`config.mk`:
```
export PLATFORM = sky130hd
export DESIGN_NAME = adc_ring_writer
export DESIGN_NICKNAME = d
export VERILOG_FILES = /design/src/rtl/adc_ring_pkg.sv /design/src/rtl/adc_sample_hold.sv /design/src/rtl/adc_ring_index.sv /design/src/rtl/adc_event_flags.sv /design/src/rtl/adc_ring_writer.sv
export SDC_FILE = /design/constraint.sdc
export NUM_CORES = 1
export LEC_CHECK = 0
export BUFFER_PORTS_ARGS = -buffer_cell sky130_fd_sc_hd__buf_4
export CAP_MARGIN = 20
export CORE_ASPECT_RATIO = 0.7
export CORE_UTILIZATION = 40
export CTS_BUF_LIST = sky130_fd_sc_hd__clkbuf_16
export CTS_CLUSTER_DIAMETER = 40
export CTS_CLUSTER_SIZE = 28
export DETAILED_ROUTE_END_ITERATION = 10
export PLACE_DENSITY = 0.72
export SETUP_SLACK_MARGIN = 0.4
export SLEW_MARGIN = 20
export SYNTH_ARGS = -nofsm -noshare
export SYNTH_HDL_FRONTEND = slang
export SYNTH_SLANG_ARGS = --single-unit
```
`constraint.sdc`:
```
create_clock -name clk_i -period 8.8 [get_ports clk_i]
set_clock_uncertainty 0.1 [all_clocks]
set_input_delay 1.76 -clock clk_i [delete_from_list [all_inputs] [get_ports clk_i]]
set_output_delay 1.76 -clock clk_i [all_outputs]
set_load 0.05 [all_outputs]
```
`src/rtl/adc_ring_pkg.sv`:
```
package adc_ring_pkg;
  localparam int unsigned NUM_EV  = 3;
  localparam int unsigned EV_HALF = 0;
  localparam int unsigned EV_FULL = 1;
  localparam int unsigned EV_OVR  = 2;
endpackage

```
`src/rtl/adc_sample_hold.sv`:
```
module adc_sample_hold #(
  parameter int unsigned DATA_W = 16
) (
  input  logic              clk_i,
  input  logic              rst_ni,
  input  logic              enable_i,
  input  logic              eoc_i,
  input  logic [DATA_W-1:0] sample_i,
  input  logic              take_i,
  output logic              pend_o,
  output logic [DATA_W-1:0] data_o,
  output logic              ovr_o
);
  logic              pend_q;
  logic [DATA_W-1:0] data_q;

  always_ff @(posedge clk_i or negedge rst_ni) begin
    if (!rst_ni) begin
      pend_q <= 1'b0;
      data_q <= '0;
    end else if (!enable_i) begin
      pend_q <= 1'b0;
    end else if (eoc_i && !pend_q) begin
      pend_q <= 1'b1;
      data_q <= sample_i;
    end else if (take_i) begin
      pend_q <= 1'b0;
    end
  end

  // strobe while holding: keep old sample, drop new
  assign ovr_o  = enable_i & eoc_i & pend_q;
  assign pend_o = pend_q;
  assign data_o = data_q;
endmodule

```
`src/rtl/adc_ring_index.sv`:
```
module adc_ring_index #(
  parameter int unsigned IDX_W = 10
) (
  input  logic             clk_i,
  input  logic             rst_ni,
  input  logic             enable_i,
  input  logic [IDX_W-1:0] len_i,
  input  logic             step_i,
  output logic [IDX_W-1:0] idx_o,
  output logic             half_o,
  output logic             full_o
);
  localparam logic [IDX_W-1:0] ONE = IDX_W'(1);

  logic [IDX_W-1:0] idx_q;
  logic [IDX_W-1:0] half_len;
  logic             at_last;
  logic             at_mid;

  assign half_len = len_i >> 1;
  assign at_last  = (idx_q == len_i - ONE);
  assign at_mid   = (idx_q == half_len - ONE);

  always_ff @(posedge clk_i or negedge rst_ni) begin
    if (!rst_ni)       idx_q <= '0;
    else if (!enable_i) idx_q <= '0;
    else if (step_i)    idx_q <= at_last ? '0 : idx_q + ONE;
  end

  assign idx_o  = idx_q;
  assign half_o = enable_i & step_i & at_mid;
  assign full_o = enable_i & step_i & at_last;
endmodule

```
`src/rtl/adc_event_flags.sv`:
```
module adc_event_flags #(
  parameter int unsigned N = 3
) (
  input  logic         clk_i,
  input  logic         rst_ni,
  input  logic [N-1:0] set_i,
  input  logic [N-1:0] clr_i,
  output logic [N-1:0] flags_o
);
  for (genvar g = 0; g < N; g++) begin : g_flag
    logic flag_q;
    always_ff @(posedge clk_i or negedge rst_ni) begin
      if (!rst_ni) flag_q <= 1'b0;
      else         flag_q <= (flag_q & ~clr_i[g]) | set_i[g];  // set wins
    end
    assign flags_o[g] = flag_q;
  end
endmodule

```
`src/rtl/adc_ring_writer.sv`:
```
module adc_ring_writer
  import adc_ring_pkg::*;
#(
  parameter int unsigned DATA_W = 16,
  parameter int unsigned ADDR_W = 32,
  parameter int unsigned IDX_W  = 10
) (
  input  logic              clk_i,
  input  logic              rst_ni,
  input  logic              enable_i,
  input  logic [ADDR_W-1:0] base_addr_i,
  input  logic [IDX_W-1:0]  len_i,
  input  logic              eoc_i,
  input  logic [DATA_W-1:0] sample_i,
  output logic              mem_req_o,
  output logic [ADDR_W-1:0] mem_addr_o,
  output logic [DATA_W-1:0] mem_data_o,
  input  logic              mem_ready_i,
  input  logic              half_ie_i,
  input  logic              full_ie_i,
  input  logic              half_clr_i,
  input  logic              full_clr_i,
  input  logic              ovr_clr_i,
  output logic              half_flag_o,
  output logic              full_flag_o,
  output logic              ovr_flag_o,
  output logic              irq_o
);
  localparam int unsigned PAD_W = ADDR_W - IDX_W - 1;

  logic              pend;
  logic              wr;
  logic              ovr_evt;
  logic              half_evt;
  logic              full_evt;
  logic [IDX_W-1:0]  idx;
  logic [ADDR_W-1:0] byte_off;
  logic [NUM_EV-1:0] ev_set;
  logic [NUM_EV-1:0] ev_clr;
  logic [NUM_EV-1:0] flags;

  assign wr = pend & mem_ready_i;

  adc_sample_hold #(.DATA_W(DATA_W)) u_hold (
    .clk_i   (clk_i),
    .rst_ni  (rst_ni),
    .enable_i(enable_i),
    .eoc_i   (eoc_i),
    .sample_i(sample_i),
    .take_i  (wr),
    .pend_o  (pend),
    .data_o  (mem_data_o),
    .ovr_o   (ovr_evt)
  );

  adc_ring_index #(.IDX_W(IDX_W)) u_index (
    .clk_i   (clk_i),
    .rst_ni  (rst_ni),
    .enable_i(enable_i),
    .len_i   (len_i),
    .step_i  (wr),
    .idx_o   (idx),
    .half_o  (half_evt),
    .full_o  (full_evt)
  );

  always_comb begin
    ev_set          = '0;
    ev_set[EV_HALF] = half_evt;
    ev_set[EV_FULL] = full_evt;
    ev_set[EV_OVR]  = ovr_evt;
    ev_clr          = '0;
    ev_clr[EV_HALF] = half_clr_i;
    ev_clr[EV_FULL] = full_clr_i;
    ev_clr[EV_OVR]  = ovr_clr_i;
  end

  adc_event_flags #(.N(NUM_EV)) u_flags (
    .clk_i  (clk_i),
    .rst_ni (rst_ni),
    .set_i  (ev_set),
    .clr_i  (ev_clr),
    .flags_o(flags)
  );

  assign byte_off    = {{PAD_W{1'b0}}, idx, 1'b0};
  assign mem_addr_o  = base_addr_i + byte_off;
  assign mem_req_o   = pend;
  assign half_flag_o = flags[EV_HALF];
  assign full_flag_o = flags[EV_FULL];
  assign ovr_flag_o  = flags[EV_OVR];
  assign irq_o       = (flags[EV_HALF] & half_ie_i) | (flags[EV_FULL] & full_ie_i);
endmodule

```
# Word level (Yosys, flattened, before mapping)
# Index checks and enable logic that the tools add are counted.
[totals]
input_bits = 68
wordCells = 41
out_inout_bits = 53
reg_bits = 30
[classes]
addsub = 4
reduce_logical = 3
eq_ne = 4
n_bitwise = 18
n_mux = 6
[ops]
columns = ["op", "count"]
rows = [
  ["$add 32x11->32", 1],
  ["$mux 10", 3],
  ["$eq 10x10->1", 2],
  ["$and 1x1->1", 11],
  ["$add 10x1->10 const B", 1],
  ["$sub 10x1->10 const B", 1],
  ["$sub 9x1->10 const B", 1],
  ["$or 1x1->1", 4],
  ["$mux 1", 3],
  ["$ne 3x1->1 const B", 1],
  ["$not 1->1", 3],
  ["$ne 2x1->1 const B", 1],
  ["$reduce_and 2->1", 1],
  ["$logic_and 1x1->1", 1],
  ["$logic_not 1->1", 1],
]

# Depth between registers and ports, before layout
# Gate-level depths: netlist (run 1).
[logic_depth]
word_depth = 5
mapped_depth = 9
ltp_nobuf = 8

# Modules after synthesis
# A second synthesis (run 1) with hierarchy kept.
[unflattened]
cells_unflattened = 329
hier_area_um2 = 2954.1
[by_module_without_submodules]
columns = ["mod", "seq_area_each_um2", "area_each_um2", "instances", "cells_per_inst"]
rows = [
  ["adc_ring_index", 250.2, 1198.6, 1, 156],
  ["adc_ring_writer", 0.0, 920.9, 1, 122],
  ["adc_sample_hold", 425.4, 703.2, 1, 39],
  ["adc_event_flags", 75.1, 131.4, 1, 12],
]

# Worst setup path before layout (run 1)
# OpenSTA, ideal clock, no wires.
[synth_path]
kind = "input port to output port"
from = "in base_addr_i[1]"
to = "out mem_addr_o[11]"
arrival_ns = 4.422
slack_ns = 2.518
path_buffers = 1
t_required_ns = 6.940
path_stages = 9
path_cell_list = "ha_1 fa_1 a21o_1 a21oi_1 o21ai_0 nand2_1 clkbuf_1 nand2_1 o21ai_0"
[synth_via]
elab_chain_cells = 1
[synth_lines]
columns = ["element", "line_no", "source"]
rows = [
  ["start, declared", "adc_ring_writer.sv:11", "input logic [ADDR_W-1:0] base_addr_i,"],
  ["$add 32x11->32", "adc_ring_writer.sv:87", "assign mem_addr_o = base_addr_i + byte_off;"],
  ["end, declared", "adc_ring_writer.sv:16", "output logic [ADDR_W-1:0] mem_addr_o,"],
]
# Every way passes these cells.

# Worst setup path in the final report (run 1)
[layout_path]
from = "in base_addr_i[4]"
to = "out mem_addr_o[22]"
# The elaborated chain is that of the path after synthesis.

==> run summary, run 1 <==
status: complete, no violations
via count: 2919
Reg2Reg Depth: 6
# nets final: 527
largest fanout on the critical path: 8
mapped cell area: 0.002933 mm^2
H-tree levels: 2
Post-Synth XOR/XNOR Area: 0.1553
CTS tree: done
worst vdd ir: 0.07334 mV
EDFF count, synth: 0
ys async rst share: 1.000
kind of cell adding the most delay to the critical path: compound AO/OA/AOI/OAI gates
setup_tns: 0 ps
area of the multi-input gates: 0.002032 mm^2
I/O pins: 121
GR Overflow Total: 0
Worst setup EP type: output port
total track usage: 0.2067
Yosys top cell area share: 0.2560
post-route ant nets: 0
first-pass GRT wire length: 12810 um
Clock Root Buffer: clkbuf_16
Rel. slew slack: 0.2916
DRT Pass-1 Iters: 5
measured slew at the worst slew-check pin: 1046 ps
filler cell count: 607
min Tclk post-route: 6114 ps
reg-to-reg critical path startpoint: u_index.idx_o[4]
Worst Hold Class: reg -> reg
Worst-Skew Late Latency: 270 ps
# diodes: 0
Buf+Inv Stages, Crit Path: 2
adder-cell area share of the yosys netlist: 0.06229
Post-Syn Instances: 340
kind of critical path: in -> out
WL/cell: 14.97 um
Die Footprint: 0.007684 mm^2
layout cell share with drive strength beyond 1: 0.3475
max cap viols: 0
commonest non-fill, non-tap cell in the layout: buf_4
Final Setup Violations: 0
# rows: 25
clock tree buffer depth: 2
WP data arrival: 4250 ps
Levels on crit path: 9
pwr dens: 141.8 mW/mm^2
DR DRC count: 0
Synth Area in Compound Gates: 0.1668
Final Hold Vio Count: 0
commonest cells after routing, fill and taps aside: buf_4 (118), xor2_1 (30), dfrtp_1 (30)
CP Data Required Time: 6940 ps
post-synthesis simple-gate area fraction: 0.2291
Die Ht: 73.64 um
synth warn: 0
Seq. cell area: 750.7 um^2
Most used DFF post-synth: dfrtp_1
Max stage delay on crit path: 930 ps
PortBufs: 118
Slowest-stage cell, CP: o311ai_1
GPL Wtd Cong: 0.8268
routed wire length: 8086 um
via density per instance: 5.406
Worst Hold Path Cells: 1
Unique masters post-synth: 63
synthesis-to-layout area growth: 36.13%
largest net degree at the start of global routing: 31
Initial Utilization: 0.4243
Starting DRT DRC Count: 188
Tcrit/Tclk final: 0.6948
vias in the first global route: 2633
register bit total from synthesis: 30
Startpoint Class: primary input
initial antenna violation count: 0
clock sink count: 30
area leader, netlist: dfrtp_1
Synth Net Count: 422
Post-DP HPWL: 6531 um
crit-path cells: buf_4 -> ha_1 -> a21o_1 -> a21oi_1 -> a21oi_1 -> o311ai_1 -> nor2_1 -> xnor2_1 -> buf_4
Die Width: 104.3 um
hold_buf cts: 0
hold path start: u_hold.data_o[6]
post-synthesis mux area share: 0.07935
largest cells by area after synthesis: dfrtp_1 (26%), xor2_1 (9.0%), mux2_2 (6.9%)
register area share after synthesis: 0.2560
Clk pin slew, worst setup/hold paths: 50 ps
Critical Path Source: base_addr_i[4]
Max Freq: 0.1635 GHz
Num CTS Buffers: 5
Avg Inst Size Synth: 8.626 um^2
Post-CTS Resized: 0
Setup Fix Bufs, Post-CTS: 0
Hold Slack: 404.8 ps
RSZ-0062 raised after global routing: false
Pins Over Slew Limit: 0
Layout Utilization: 0.5776
leakage power total: 1.840 nW
largest family of logic cells by synthesized area: simple AND/OR/NAND/NOR gates
core area: 0.006913 mm^2
routing by layer:
| layer | vias to the layer above | share of wire | GRT usage |
|---|---|---|---|
| met5 | - | 0 | 0 |
| met4 | 0 | 0.0069 | 0.03810 |
| met3 | 8 | 0.050 | 0.03461 |
| met2 | 96 | 0.45 | 0.3186 |
| met1 | 1371 | 0.49 | 0.3051 |
| li1 | 1444 | - | - |
flip-flops by register name, summed over array words and instances (netlist names):
name	cells
u_flags.g_flag.flag_q	3
u_hold.data_o	16
u_index.idx_o	10
u_hold.pend_o	1
worst paths after layout:
path	endpoint	slack, ps
max in group asynchronous	u_index.idx_o[8]	7030
worst min-delay path	u_hold.data_o[6]	400
worst max register to register	u_index.idx_o[6]	6660
worst max-delay path	mem_addr_o[22]	2690
worst min register to register	u_hold.data_o[6]	400
min in group asynchronous	u_hold.data_o[12]	1300
kinds of logic (layout without fill, tap and decap cells):
family / count (synthesis) / count (layout)
adder cells (fa/ha/maj): 14 / 14
XOR/XNOR: 52 / 52
buffers and inverters: 31 / 137
AO/OA/AOI/OAI: 68 / 68
flip-flops: 30 / 30
AND/OR/NAND/NOR: 124 / 124
multiplexers: 21 / 21
power breakdown:
group / internal [mW] / leakage [nW] / switching (mW)
Combinational: 0.0773 / 1.37 / 0.135
Clock: 0.132 / 0.0836 / 0.0591
Sequential: 0.154 / 0.382 / 0.00908
layout make-up:
class / instances / area share
multi-input cells: 279 / 0.5089
flip-flops and latches: 30 / 0.1880
repair buffers: 118 / 0.2219
clock inverters: 3 / 0.01003
clock buffers: 5 / 0.03134
well taps: 94 / 0.02946
inverters: 11 / 0.01034
per-stage QoR:
step / worst slack, ps / cell area (um^2) / cells / power (mW)
6_report: 2686 / 3993 / 540 / 0.5662
5_1_grt: 2469 / 3993 / 540 / 0.5882
3_3_place_gp: 2809 / 3827 / 532 / 0.3736
2_1_floorplan: 2518 / 2933 / 340 / 0.3011
4_1_cts: 2721 / 3993 / 540 / 0.5690
3_5_place_dp: 2722 / 3827 / 532 / 0.3773
synth_stat cells (all sizes together) (4+ instances only):
library cell / n
ha: 13
nor4: 5
nand3: 21
mux2: 18
o21ai: 14
xor2: 30
buf: 6
nand4: 7
a21o: 6
nor2b: 4
a21oi: 11
or3: 7
dfrtp: 30
clkbuf: 14
nand2: 25
nor2: 21
inv: 11
xnor2: 22
nor3: 13
Power figures use the tool's default switching activity.
==> inputs of run 2 (changes only) <==
- PLACE_DENSITY: 0.72 -> 0.75
- clock period: 8.8 -> 5.3 ns (I/O delays scaled with it)
==> run 2 against run 1 <==
First-iteration DRC count grew 3.7%. Non-clock buffer count grew 1. Combinational power grew 66%. Critical path depth grew 1. Power grew 66%. Critical path type unchanged. Largest cell class unchanged. Highest routed layer unchanged.
==> run summary, run 2 (synthesis gave the netlist of run 1 again) <==
Layout Utilization: 0.5786 (was 0.5776)
worst vdd ir: 0.1125 mV (was 0.07334 mV)
Worst setup EP type: output port (unchanged)
clock sink count: 30 (unchanged)
H-tree levels: 2 (unchanged)
min Tclk post-route: 4356 ps
I/O pins: 121 (unchanged)
Clk pin slew, worst setup/hold paths: 50 ps (about the same)
setup_tns: 0 ps (unchanged)
final worst slack: 943.8 ps (was 2686 ps)
commonest non-fill, non-tap cell in the layout: buf_4 (unchanged)
fin cells: 541 (was 540)
Die Ht: 73.64 um (unchanged)
GPL Wtd Cong: 0.8936 (was 0.8268)
pwr dens: 234.6 mW/mm^2 (was 141.8 mW/mm^2)
Die Width: 104.3 um (unchanged)
layout cell share with drive strength beyond 1: 0.3490 (was 0.3475)
first-pass GRT wire length: 12990 um (was 12810 um)
Rel. slew slack: 0.4605 (was 0.2916)
kind of critical path: in -> out (unchanged)
# rows: 25 (unchanged)
Worst-Skew Late Latency: 270 ps (about the same)
Final Setup Violations: 0 (unchanged)
DRT Pass-1 Iters: 4 (was 5)
Pins Over Slew Limit: 0 (unchanged)
hold_buf cts: 0 (unchanged)
Max stage delay on crit path: 400 ps (was 930 ps)
initial antenna violation count: 0 (unchanged)
Worst Hold Class: reg -> reg (unchanged)
max reg flops: 16 (unchanged)
WP data arrival: 3200 ps (was 4250 ps)
Num CTS Buffers: 5 (unchanged)
Slowest-stage cell, CP: fa_1 (was o311ai_1)
leakage power total: 1.844 nW (was 1.840 nW)
CTS tree: done (unchanged)
vias in the first global route: 2709 (was 2633)
CP Data Required Time: 4140 ps (was 6940 ps)
Post-CTS Resized: 0 (unchanged)
measured slew at the worst slew-check pin: 806.7 ps (was 1046 ps)
WL/cell: 15.07 um (was 14.97 um)
Starting DRT DRC Count: 195 (was 188)
# diodes: 0 (unchanged)
post-placement setup slack: 971.0 ps (was 2722 ps)
clock tree buffer depth: 2 (unchanged)
Startpoint Class: primary input (unchanged)
largest net degree at the start of global routing: 31 (unchanged)
status: complete, no violations (unchanged)
Final Hold Vio Count: 0 (unchanged)
via density per instance: 5.494 (was 5.406)
RSZ-0062 raised after global routing: false (unchanged)
Hold Slack: 403.7 ps (was 404.8 ps)
commonest cells after routing, fill and taps aside: buf_4 (119), xor2_1 (30), dfrtp_1 (30) (was buf_4 (118), xor2_1 (30), dfrtp_1 (30))
largest fanout on the critical path: 12 (was 8)
PortBufs: 118 (unchanged)
Die Footprint: 0.007684 mm^2 (unchanged)
DR DRC count: 0 (unchanged)
Tcrit/Tclk final: 0.8219
post-route ant nets: 0 (unchanged)
Max Freq: 0.2296 GHz
routed wire length: 8152 um (was 8086 um)
Worst path most repeated cell: buf_4
synthesis-to-layout area growth: 36.39% (was 36.13%)
core area: 0.006913 mm^2 (unchanged)
total placed cells including tap cells: 533 (was 532)
via count: 2972 (was 2919)
filler cell count: 625 (was 607)
GR Overflow Total: 0 (unchanged)
total track usage: 0.2102 (was 0.2067)
Clock Root Buffer: clkbuf_16 (unchanged)
# nets final: 528 (was 527)
crit-path cells: buf_4 -> ha_1 -> fa_1 -> a21o_1 -> a21oi_1 -> o21ai_0 -> nand2_1 -> nor3_1 -> xor2_1 -> buf_4 (was buf_4 -> ha_1 -> a21o_1 -> a21oi_1 -> a21oi_1 -> o311ai_1 -> nor2_1 -> xnor2_1 -> buf_4)
Initial Utilization: 0.4243 (unchanged)
Setup Fix Bufs, Post-CTS: 0 (unchanged)
Post-DP HPWL: 6543 um (was 6531 um)
max cap viols: 0 (unchanged)
run 2: cell types whose count changed in the layout (fill, tap and decap cells not counted), sizes merged:
| cell | before | now |
|---|---|---|
| buf | 118 | 119 |
run 2: final timing paths:
path | startpoint | to | slack (ps) | cells past startpoint
min in group asynchronous | rst_ni | u_hold.data_o[14] | 610 | 1
hold / removal | u_hold.data_o[6] | u_hold.data_o[6] | 400 | 1
max in group asynchronous | rst_ni | u_hold.data_o[6] | 4210 | 1
setup / recovery | base_addr_i[1] | mem_addr_o[21] | 940 | 10
setup reg to reg | u_index.idx_o[4] | u_index.idx_o[3] | 3110 | 6
hold reg to reg | u_hold.data_o[6] | u_hold.data_o[6] | 400 | 1
run 2: critical path, delay by kind of cell:
kind	cells	cell delay [ps]
adders and majority gates	2	620
AOI/OAI and AO/OA	3	590
and+or+nand+nor	2	430
buffers and inverters	2	330
xor gates and xnor gates	1	170
run 2: routing by layer:
metal / GRT usage / share of wire
met1: 0.3100 / 0.47
met2: 0.3297 / 0.46
met3: 0.02484 / 0.059
met4: 0.04603 / 0.011
met5: 0 / 0
run 2: report_power, final:
part | internal, mW | switching, mW
registers | 0.255 | 0.0149
clock network | 0.219 | 0.0974
logic | 0.128 | 0.223
total | 0.603 | 0.336
run 2: final cells by class:
| cell class | count | area (um^2) | share of cell area |
|---|---|---|---|
| clock buffer | 5 | 125.1 | 0.03128 |
| multi-input combinational | 279 | 2032 | 0.5080 |
| inverter | 11 | 41.29 | 0.01032 |
| sequential | 30 | 750.7 | 0.1877 |
| clock inverter | 3 | 40.04 | 0.01001 |
| timing repair buffer | 119 | 893.4 | 0.2233 |
| tap | 94 | 117.6 | 0.02940 |
run 2: metrics by stage:
step / power (mW) / instance area [um^2]
2_1_floorplan: 0.5000 / 2933
3_3_place_gp: 0.6197 / 3835
3_5_place_dp: 0.6260 / 3835
4_1_cts: 0.9430 / 4000
5_1_grt: 0.9758 / 4000
6_report: 0.9384 / 4000
==> inputs of run 3 (changes only) <==
- clock period: 5.3 -> 4 ns (I/O delays scaled with it)
==> run 3 against run 2 <==
Utilization rose by 7.9 points. Worst hold slack got worse by 52 ps. Die area unchanged. Wire length grew 12%. Sequential cell count unchanged. Clock power grew 12%. Combinational power increased by 39%. Count of clock-buffer cells in the layout stayed put. Sequential power grew 33%. Critical path type unchanged. Critical endpoint is now mem_addr_o[9]. Largest power group unchanged.
==> run summary, run 3 (synthesis gave the netlist of run 1 again) <==
# rows: 25 (unchanged)
Hold Slack: 351.2 ps (was 403.7 ps)
via count: 3050 (was 2972)
Startpoint Class: primary input (unchanged)
CTS tree: done (unchanged)
measured slew at the worst slew-check pin: 795.8 ps (was 806.7 ps)
Die Width: 104.3 um (unchanged)
max reg flops: 16 (unchanged)
Final Setup Violations: 0 (unchanged)
Worst-Skew Late Latency: 270 ps (about the same)
WL/cell: 16.33 um (was 15.07 um)
Die Footprint: 0.007684 mm^2 (unchanged)
min Tclk post-route: 3613 ps
DR DRC count: 0 (unchanged)
status: complete, no violations (unchanged)
Pins Over Slew Limit: 0 (unchanged)
routing usage on met2: 0.3584 (was 0.3297)
CP Data Required Time: 3100 ps (was 4140 ps)
Initial Utilization: 0.4243 (unchanged)
worst r2r dst: u_index.idx_o[3] (unchanged)
first-pass GRT wire length: 14210 um (was 12990 um)
hold_buf cts: 0 (unchanged)
worst vdd ir: 0.1575 mV (was 0.1125 mV)
RSZ-0062 raised after global routing: true (was false)
busiest layer in global routing: met2 (unchanged)
setup_tns: 0 ps (unchanged)
post-route ant nets: 0 (unchanged)
# nets final: 545 (was 528)
fin cells: 558 (was 541)
Reg2Reg Depth: 7 (was 6)
largest fanout on the critical path: 3 (was 12)
commonest non-fill, non-tap cell in the layout: buf_4 (unchanged)
Num CTS Buffers: 5 (unchanged)
pwr dens: 264.9 mW/mm^2 (was 234.6 mW/mm^2)
GR Overflow Total: 0 (unchanged)
Global Route met1 Usage: 0.3396 (was 0.3100)
clock tree buffer depth: 2 (unchanged)
Final Hold Vio Count: 0 (unchanged)
reg2reg setup slack: 1810 ps (was 3110 ps)
Worst setup EP type: output port (unchanged)
met3 Usage GRT: 0.04703 (was 0.02484)
Max Freq: 0.2768 GHz
GPL Wtd Cong: 0.8330 (was 0.8936)
total placed cells including tap cells: 541 (was 533)
layout cell share with drive strength beyond 1: 0.4763 (was 0.3490)
post-placement setup slack: 106.8 ps (was 971.0 ps)
via density per instance: 5.466 (was 5.494)
PortBufs: 118 (unchanged)
Tcrit/Tclk final: 0.9033
largest net degree at the start of global routing: 31 (unchanged)
WP data arrival: 2710 ps (was 3200 ps)
leakage power total: 2.037 nW (was 1.844 nW)
commonest cells after routing, fill and taps aside: buf_4 (131), dfrtp_1 (29), nand2_1 (23) (was buf_4 (119), xor2_1 (30), dfrtp_1 (30))
routed wire length: 9114 um (was 8152 um)
core area: 0.006913 mm^2 (unchanged)
DRT Pass-1 Iters: 4 (unchanged)
# diodes: 0 (unchanged)
Layout Utilization: 0.6574 (was 0.5786)
Worst Hold Class: in -> async (was reg -> reg)
H-tree levels: 2 (unchanged)
Rel. slew slack: 0.4679 (was 0.4605)
Post-DP HPWL: 6694 um (was 6543 um)
vias in the first global route: 2844 (was 2709)
max cap viols: 0 (unchanged)
I/O pins: 121 (unchanged)
final worst slack: 386.7 ps (was 943.8 ps)
initial antenna violation count: 0 (unchanged)
kind of critical path: in -> out (unchanged)
filler cell count: 559 (was 625)
synthesis-to-layout area growth: 54.95% (was 36.39%)
Die Ht: 73.64 um (unchanged)
Clk pin slew, worst setup/hold paths: 50 ps (about the same)
reg-to-reg critical path startpoint: u_index.idx_o[4] (unchanged)
total track usage: 0.2329 (was 0.2102)
Starting DRT DRC Count: 184 (was 195)
Clock Root Buffer: clkbuf_16 (unchanged)
clock sink count: 30 (unchanged)
## run 3: cell types whose count changed in the layout (fill, tap and decap cells not counted), sizes merged
cell	previous run	this run
nand2	25	26
buf	119	135
inv	11	12
bufinv	1	0
## run 3: power breakdown
| group | internal [mW] | switching [mW] | total, mW | leakage (nW) |
|---|---|---|---|---|
| Clock | 0.224 | 0.130 | 0.354 | 0.0724 |
| Combinational | 0.181 | 0.310 | 0.491 | 1.58 |
| Sequential | 0.338 | 0.0204 | 0.358 | 0.380 |
## run 3: timing repair
action                                  4_1_cts  5_1_grt
buffers inserted                              3        5
endpoints found under the setup margin       21       23
pin swaps                                     5        8
resized for setup                            29       16
cloned                                        1        0
## run 3: layout make-up
class                      instances  area (um^2)  share of cell area
timing repair buffer             135         1028              0.2263
sequential                        30        752.0              0.1655
inverter                          11        41.29            0.009086
clock buffer                       5        125.1             0.02753
multi-input combinational        280         2467              0.5430
tap                               94        117.6             0.02588
clock inverter                     3        12.51            0.002753
## run 3: critical path, cell delays in order
cell and delay (ps):
buf_4 110, ha_1 210, fa_2 350, a21o_1 180, a21oi_2 190, buf_4 160
o21ai_1 100, a21oi_2 240, xnor2_1 150, buf_4 220
## run 3: worst max-delay path by stage
stage / end / slack, ps / cells after the start / startpoint
6_report: mem_addr_o[9] / 390 / 10 / base_addr_i[1]
5_1_grt: mem_addr_o[25] / 240 / 8 / base_addr_i[16]
4_1_cts: mem_addr_o[9] / 410 / 10 / base_addr_i[1]
3_5_place_dp: mem_addr_o[18] / 110 / 9 / base_addr_i[4]
3_3_place_gp: mem_addr_o[18] / 130 / 9 / base_addr_i[4]
2_1_floorplan: mem_addr_o[26] / 360 / 7 / base_addr_i[4]
## run 3: metrics by stage
step	cell area [um^2]	total power, mW
6_report	4544	1.204
5_1_grt	4544	1.254
4_1_cts	4400	1.200
3_5_place_dp	4126	0.8420
3_3_place_gp	4126	0.8354
2_1_floorplan	3168	0.6719
## run 3: layer usage
metal,wire length (um),vias to the layer above,share of wire
li1,-,1472,-
met1,4149,1474,0.46
met2,4400,102,0.48
met3,532,2,0.058
met4,31,0,0.0034
met5,0,-,0
